`src/rtl/eqw_pkg.sv`:
```
package eqw_pkg;
    localparam int unsigned CFG_ADDR_W = 5;
    localparam logic [CFG_ADDR_W-1:0] ADDR_INSTR = 5'd0;
    localparam logic [CFG_ADDR_W-1:0] ADDR_DATA  = 5'd1;
    localparam logic [CFG_ADDR_W-1:0] ADDR_EXEC  = 5'd2;
    localparam int unsigned SHIFT_BASE = 16;
endpackage

```
`src/rtl/eqw_cfg_regs.sv`:
```
// Instruction, data and execute registers; raises commit_o for the cycle
// in which the execute bit is written from 0 to 1.
module eqw_cfg_regs #(
    parameter int TAP_W    = 4,
    parameter int LANE_W   = 4,
    parameter int WEIGHT_W = 10
) (
    input  logic                            clk_i,
    input  logic                            rst_ni,
    input  logic                            cfg_we_i,
    input  logic [eqw_pkg::CFG_ADDR_W-1:0]  cfg_addr_i,
    input  logic [WEIGHT_W-1:0]             cfg_wdata_i,
    output logic                            commit_o,
    output logic [TAP_W-1:0]                tap_o,
    output logic [LANE_W-1:0]               lane_o,
    output logic [WEIGHT_W-1:0]             weight_o
);
    localparam int INSTR_W = TAP_W + LANE_W;

    typedef struct packed {
        logic [INSTR_W-1:0]  instr;
        logic [WEIGHT_W-1:0] data;
        logic                exec;
    } cfg_state_t;

    cfg_state_t st_d, st_q;
    logic       commit_d;

    always_comb begin
        st_d     = st_q;
        commit_d = 1'b0;
        if (cfg_we_i) begin
            if (cfg_addr_i == eqw_pkg::ADDR_INSTR) begin
                st_d.instr = cfg_wdata_i[INSTR_W-1:0];
            end
            if (cfg_addr_i == eqw_pkg::ADDR_DATA) begin
                st_d.data = cfg_wdata_i;
            end
            if (cfg_addr_i == eqw_pkg::ADDR_EXEC) begin
                st_d.exec = cfg_wdata_i[0];
                commit_d  = cfg_wdata_i[0] & ~st_q.exec;
            end
        end
    end

    always_ff @(posedge clk_i or negedge rst_ni) begin
        if (!rst_ni) st_q <= '0;
        else         st_q <= st_d;
    end

    assign commit_o = commit_d;
    assign tap_o    = st_q.instr[TAP_W-1:0];
    assign lane_o   = st_q.instr[TAP_W +: LANE_W];
    assign weight_o = st_q.data;
endmodule

```
`src/rtl/eqw_weight_array.sv`:
```
// Two-dimensional weight table written one entry per commit.
module eqw_weight_array #(
    parameter int TAPS     = 10,
    parameter int LANES    = 16,
    parameter int TAP_W    = 4,
    parameter int LANE_W   = 4,
    parameter int WEIGHT_W = 10
) (
    input  logic                              clk_i,
    input  logic                              rst_ni,
    input  logic                              commit_i,
    input  logic [TAP_W-1:0]                  tap_i,
    input  logic [LANE_W-1:0]                 lane_i,
    input  logic [WEIGHT_W-1:0]               weight_i,
    output logic [LANES*TAPS*WEIGHT_W-1:0]    weights_o
);
    typedef struct packed {
        logic [LANES-1:0][TAPS-1:0][WEIGHT_W-1:0] w;
    } tbl_state_t;

    tbl_state_t tbl_d, tbl_q;
    logic       tap_ok, lane_ok;

    assign tap_ok = (32'(tap_i) < TAPS);

    // A lane field that exactly spans the lanes needs no range check.
    generate
        if (LANES == (1 << LANE_W)) begin : g_lane_full
            assign lane_ok = 1'b1;
        end else begin : g_lane_part
            assign lane_ok = (32'(lane_i) < LANES);
        end
    endgenerate

    always_comb begin
        tbl_d = tbl_q;
        if (commit_i && tap_ok && lane_ok) begin
            tbl_d.w[lane_i][tap_i] = weight_i;
        end
    end

    always_ff @(posedge clk_i or negedge rst_ni) begin
        if (!rst_ni) tbl_q <= '0;
        else         tbl_q <= tbl_d;
    end

    assign weights_o = tbl_q.w;
endmodule

```
`src/rtl/eqw_shift_bank.sv`:
```
// Per-lane shift amounts, each at its own address above SHIFT_BASE.
module eqw_shift_bank #(
    parameter int LANES   = 16,
    parameter int SHIFT_W = 4
) (
    input  logic                            clk_i,
    input  logic                            rst_ni,
    input  logic                            cfg_we_i,
    input  logic [eqw_pkg::CFG_ADDR_W-1:0]  cfg_addr_i,
    input  logic [SHIFT_W-1:0]              cfg_wdata_i,
    output logic [LANES*SHIFT_W-1:0]        shifts_o
);
    generate
        for (genvar l = 0; l < LANES; l++) begin : g_lane
            localparam logic [eqw_pkg::CFG_ADDR_W-1:0] MY_ADDR =
                eqw_pkg::CFG_ADDR_W'(eqw_pkg::SHIFT_BASE + l);
            logic [SHIFT_W-1:0] sh_d, sh_q;

            always_comb begin
                sh_d = sh_q;
                if (cfg_we_i && (cfg_addr_i == MY_ADDR)) sh_d = cfg_wdata_i;
            end

            always_ff @(posedge clk_i or negedge rst_ni) begin
                if (!rst_ni) sh_q <= '0;
                else         sh_q <= sh_d;
            end

            assign shifts_o[l*SHIFT_W +: SHIFT_W] = sh_q;
        end
    endgenerate
endmodule

```
`src/rtl/eqw_load_ctrl.sv`:
```
// Top: equalizer weight load controller. LANES must not exceed 16.
module eqw_load_ctrl #(
    parameter int TAPS     = 10,
    parameter int LANES    = 16,
    parameter int WEIGHT_W = 10,
    parameter int SHIFT_W  = 4
) (
    input  logic                                 clk_i,
    input  logic                                 rst_ni,
    input  logic                                 cfg_we_i,
    input  logic [eqw_pkg::CFG_ADDR_W-1:0]       cfg_addr_i,
    input  logic [WEIGHT_W-1:0]                  cfg_wdata_i,
    output logic [LANES*TAPS*WEIGHT_W-1:0]       weights_o,
    output logic [LANES*SHIFT_W-1:0]             shifts_o
);
    localparam int TAP_W  = (TAPS  > 1) ? $clog2(TAPS)  : 1;
    localparam int LANE_W = (LANES > 1) ? $clog2(LANES) : 1;

    logic                commit;
    logic [TAP_W-1:0]    tap;
    logic [LANE_W-1:0]   lane;
    logic [WEIGHT_W-1:0] weight;

    eqw_cfg_regs #(
        .TAP_W(TAP_W), .LANE_W(LANE_W), .WEIGHT_W(WEIGHT_W)
    ) cfg_i (
        .clk_i(clk_i), .rst_ni(rst_ni), .cfg_we_i(cfg_we_i),
        .cfg_addr_i(cfg_addr_i), .cfg_wdata_i(cfg_wdata_i),
        .commit_o(commit), .tap_o(tap), .lane_o(lane), .weight_o(weight)
    );

    eqw_weight_array #(
        .TAPS(TAPS), .LANES(LANES), .TAP_W(TAP_W), .LANE_W(LANE_W),
        .WEIGHT_W(WEIGHT_W)
    ) arr_i (
        .clk_i(clk_i), .rst_ni(rst_ni), .commit_i(commit), .tap_i(tap),
        .lane_i(lane), .weight_i(weight), .weights_o(weights_o)
    );

    eqw_shift_bank #(
        .LANES(LANES), .SHIFT_W(SHIFT_W)
    ) shb_i (
        .clk_i(clk_i), .rst_ni(rst_ni), .cfg_we_i(cfg_we_i),
        .cfg_addr_i(cfg_addr_i), .cfg_wdata_i(cfg_wdata_i[SHIFT_W-1:0]),
        .shifts_o(shifts_o)
    );
endmodule

```
`config.mk`:
```
export PLATFORM = sky130hd
export DESIGN_NAME = eqw_load_ctrl
export DESIGN_NICKNAME = d
export VERILOG_FILES = /design/src/rtl/eqw_pkg.sv /design/src/rtl/eqw_cfg_regs.sv /design/src/rtl/eqw_weight_array.sv /design/src/rtl/eqw_shift_bank.sv /design/src/rtl/eqw_load_ctrl.sv
export SDC_FILE = /design/constraint.sdc
export NUM_CORES = 2
export LEC_CHECK = 0
export ABC_AREA = 1
export BUFFER_PORTS_ARGS = -buffer_cell sky130_fd_sc_hd__buf_2
export CORE_AREA = 8 8 646 648
export CTS_BUF_LIST = sky130_fd_sc_hd__clkbuf_4 sky130_fd_sc_hd__clkbuf_8 sky130_fd_sc_hd__clkbuf_16
export CTS_CLUSTER_DIAMETER = 100
export DETAILED_ROUTE_END_ITERATION = 8
export DIE_AREA = 0 0 654 656
export PLACE_DENSITY = 0.37
export SLEW_MARGIN = 40
export SYNTH_ARGS = -nofsm -noshare
export SYNTH_HDL_FRONTEND = slang
export SYNTH_SLANG_ARGS = --single-unit
export TNS_END_PERCENT = 50
```
`constraint.sdc`:
```
create_clock -name clk_i -period 1.9 [get_ports clk_i]
set_input_delay 0.095 -clock clk_i [delete_from_list [all_inputs] [get_ports clk_i]]
set_output_delay 0.095 -clock clk_i [all_outputs]
set_load 0.03 [all_outputs]
```
==> metrics.cfg <==
[status]
outcome = finished, violations left
failed_checks = setup timing

[timing]
fin_ws_ns = -0.08634
clock_skew_ns = 0.1069
slew_headroom_pct = 47.52
worst_pin_slew_ns = 0.7872
fin_crit_sh_pct = 104.5
finalSetupViolCount = 347
min_period_ns = 1.986
rsz0062_at_grt = yes
drv_slew = 0
finalHoldViolCount = 0
fmax_mhz = 503.4

[logic_synthesis]
synth_top_family_by_area = simple AND/OR/NAND/NOR gates
syn_inst = 7820
avgSynthCellArea_um2 = 9.112
ys_seq_elements = 1683
yosysWarnings = 0
netlist_area_um2 = 71260
synth-simple-area-share_pct = 35.43
yosysSeqAreaShare_pct = 59.10
synth_xor_area_share_pct = 0
synth-compound-area-share_pct = 0.5812
synth_cell_types = 20
synth_nets = 7838
synthMuxAreaShare_pct = 0
synthAdderAreaFrac_pct = 0

[setup_path]
r2r_cells = 12
crit_required_ns = 2.68
r2r-start = cfg_i.tap_o[2]
crit_path_end_kind = register
worstPathArrival_ns = 2.76
r2r-end = arr_i.weights_o[39]
critPathLaunchType = register
worstSetupPathType = reg2reg
path_max_fanout = 8
regToRegSetupSlack_ns = -0.09

[final_layout]
area_growth_pct = 47.86
nFillCells = 43890
fin_nets = 10120
layout_common_cells = nand2_1, buf_2, dfrtp_1, nand4_1, buf_4
final_cells = 15720
final_common_cell = nand2_1
drive_gt1_share_pct = 34.89

[clock_tree]
clk_path_buf_depth = 4
cts_tree = built
root_buffer = clkbuf_16
clk_latency_ns = 0.93
htreeDepth = 4
clk_pin_slew_ns = 0.06
numCtsBuffers = 208
cts.sinks = 1683

[routing]
vias = 71380
firstDrtPassIters = 8
ant_nets = 0
via_per_inst = 4.539
drc_errors = 0
routedWlPerCell_um = 27.43
finalWirelength_um = 431400
drt_iter0_drc = 6377

[floorplan]
dieHeight_um = 656
dieArea_um2 = 429000
rows = 235
start_util_pct = 17.49
core_um2 = 407500
io_pins = 1682
die_w_um = 654

[pwr]
p_leak_nw = 57.51
total_power_mw = 99.19
ir_drop_mv = 0.7642
powerDensity_nw_per_um2 = 941.4

[global_routing]
grt_pass1_vias = 70270
antenna_found_initial = 15
grtUsageTotal_pct = 18.84
grt_pass1_wl_um = 585500
grt_max_degree = 108
grt_overflow = 0

[worst_hold_path]
holdPathEnd = cfg_i.lane_o[2]
hold_path_startpoint = cfg_wdata_i[6]
hold_class = in2reg
whs_path_depth = 4

[placed_design]
dp_slack_ns = -0.3003
hpwl_um = 308400
gp_congestion = 0.8601
port_buffers = 1681
dp_cells = 15130

[job]
cap_violations = 0

[cells by family after synthesis]
family	after synthesis
and+or+nand+nor	5282
DFF	1683
buffers and inverters	773
AOI/OAI and AO/OA	82
[metrics by stage]
stage | hold WS [ns] | cell area (um^2) | setup TNS (ns) | util, %
after global routing | 0.09056 | 105300 | -138.54 | 25.85
after global placement | 0.07004 | 92920 | -126.53 | 22.80
after floorplan | -0.2006 | 71260 | 0 | -
after detailed placement | 0.06481 | 92920 | -138.88 | 22.80
after CTS | 0.07476 | 102800 | -32.51 | 25.22
final | 0.1722 | 105400 | -10.40 | 25.85
[power by group]
part / switching (mW) / internal, mW
Sequential: 0.308 / 36.2
Clock: 17.0 / 25.0
Combinational: 13.6 / 7.06
[worst max-delay path by stage]
stage	end	slack, ns	from	cells past startpoint
after global routing	arr_i.weights_o[787]	-0.22	cfg_i.tap_o[3]	13
after global placement	arr_i.weights_o[642]	-0.32	cfg_i.lane_o[2]	11
after detailed placement	arr_i.weights_o[648]	-0.30	cfg_i.lane_o[3]	10
final	arr_i.weights_o[39]	-0.09	cfg_i.tap_o[2]	12
after CTS	arr_i.weights_o[472]	-0.12	cfg_i.tap_o[3]	12
after floorplan	arr_i.weights_o[30]	0.31	cfg_i.tap_o[3]	7
[flip-flops by register name (all words and copies together), names as in the netlist]
register	count
arr_i.weights_o	1600
shb_i.g_lane.sh_q	64
cfg_i.weight_o	10
cfg_i.lane_o	4
cfg_i.tap_o	4
cfg_i.st_q	1
[timing repair]
| action | 4_1_cts | 5_1_grt |
|---|---|---|
| hold buffers | 26 | 0 |
| pin swaps | 34 | 98 |
| gates cloned | 47 | 54 |
| endpoints found under the setup margin | 1229 | 1563 |
| gates resized for setup | 220 | 369 |
| endpoints found under the hold margin | 1824 | 0 |
| buffers inserted | 49 | 49 |
[layer usage]
layer | wire length [um] | vias up | GRT usage [%]
li1 | - | 31450 | -
met1 | 175800 | 36400 | 23.44
met2 | 204300 | 2886 | 31.19
met3 | 26120 | 644 | 3.583
met4 | 25090 | 0 | 9.234
met5 | 0 | - | 0
[critical path: stages (launching register included)]
cell and delay (ns):
dfrtp_1 0.41, inv_2 0.07, nand2_2 0.07, a21oi_4 0.17
buf_6 0.14, buf_16 0.14, buf_16 0.15, buf_12 0.12
buf_16 0.12, buf_12 0.16, nand3_4 0.17, nand2_2 0.12
nand2_2 0.04
[synth_stat cells]
master / instances / share of area, %
nand2_1: 3326 / 18
dfrtp_1: 1683 / 59
nand4_1: 1600 / 14
clkbuf_1: 354 / 1.9
buf_2: 320 / 2.2
nor2_1: 178 / 0.94
nand3_2: 111 / 1.6
o21ai_0: 81 / 0.57
nand3_4: 50 / 1.2
buf_4: 37 / 0.39
buf_1: 30 / 0.16
inv_1: 25 / 0.13
nand3_1: 12 / 0.084
buf_6: 6 / 0.095
nor2_2: 2 / 0.018
a21oi_2: 1 / 0.012
and2_1: 1 / 0.0088
inv_2: 1 / 0.0053
nor2_4: 1 / 0.016
nor3_1: 1 / 0.0070
[final cells by class]
| cell class | instances | area (um^2) | area share (%) |
|---|---|---|---|
| flip-flops and latches | 1683 | 42150 | 40.01 |
| multi-input cells | 5412 | 27790 | 26.37 |
| repair buffers | 2767 | 21370 | 20.28 |
| well taps | 5451 | 6820 | 6.473 |
| clock buffers | 305 | 6309 | 5.988 |
| clock inverters | 67 | 793.3 | 0.7529 |
| inverters | 26 | 97.59 | 0.09263 |
| diodes | 13 | 32.53 | 0.03088 |
(Power assumes the default switching activity.)
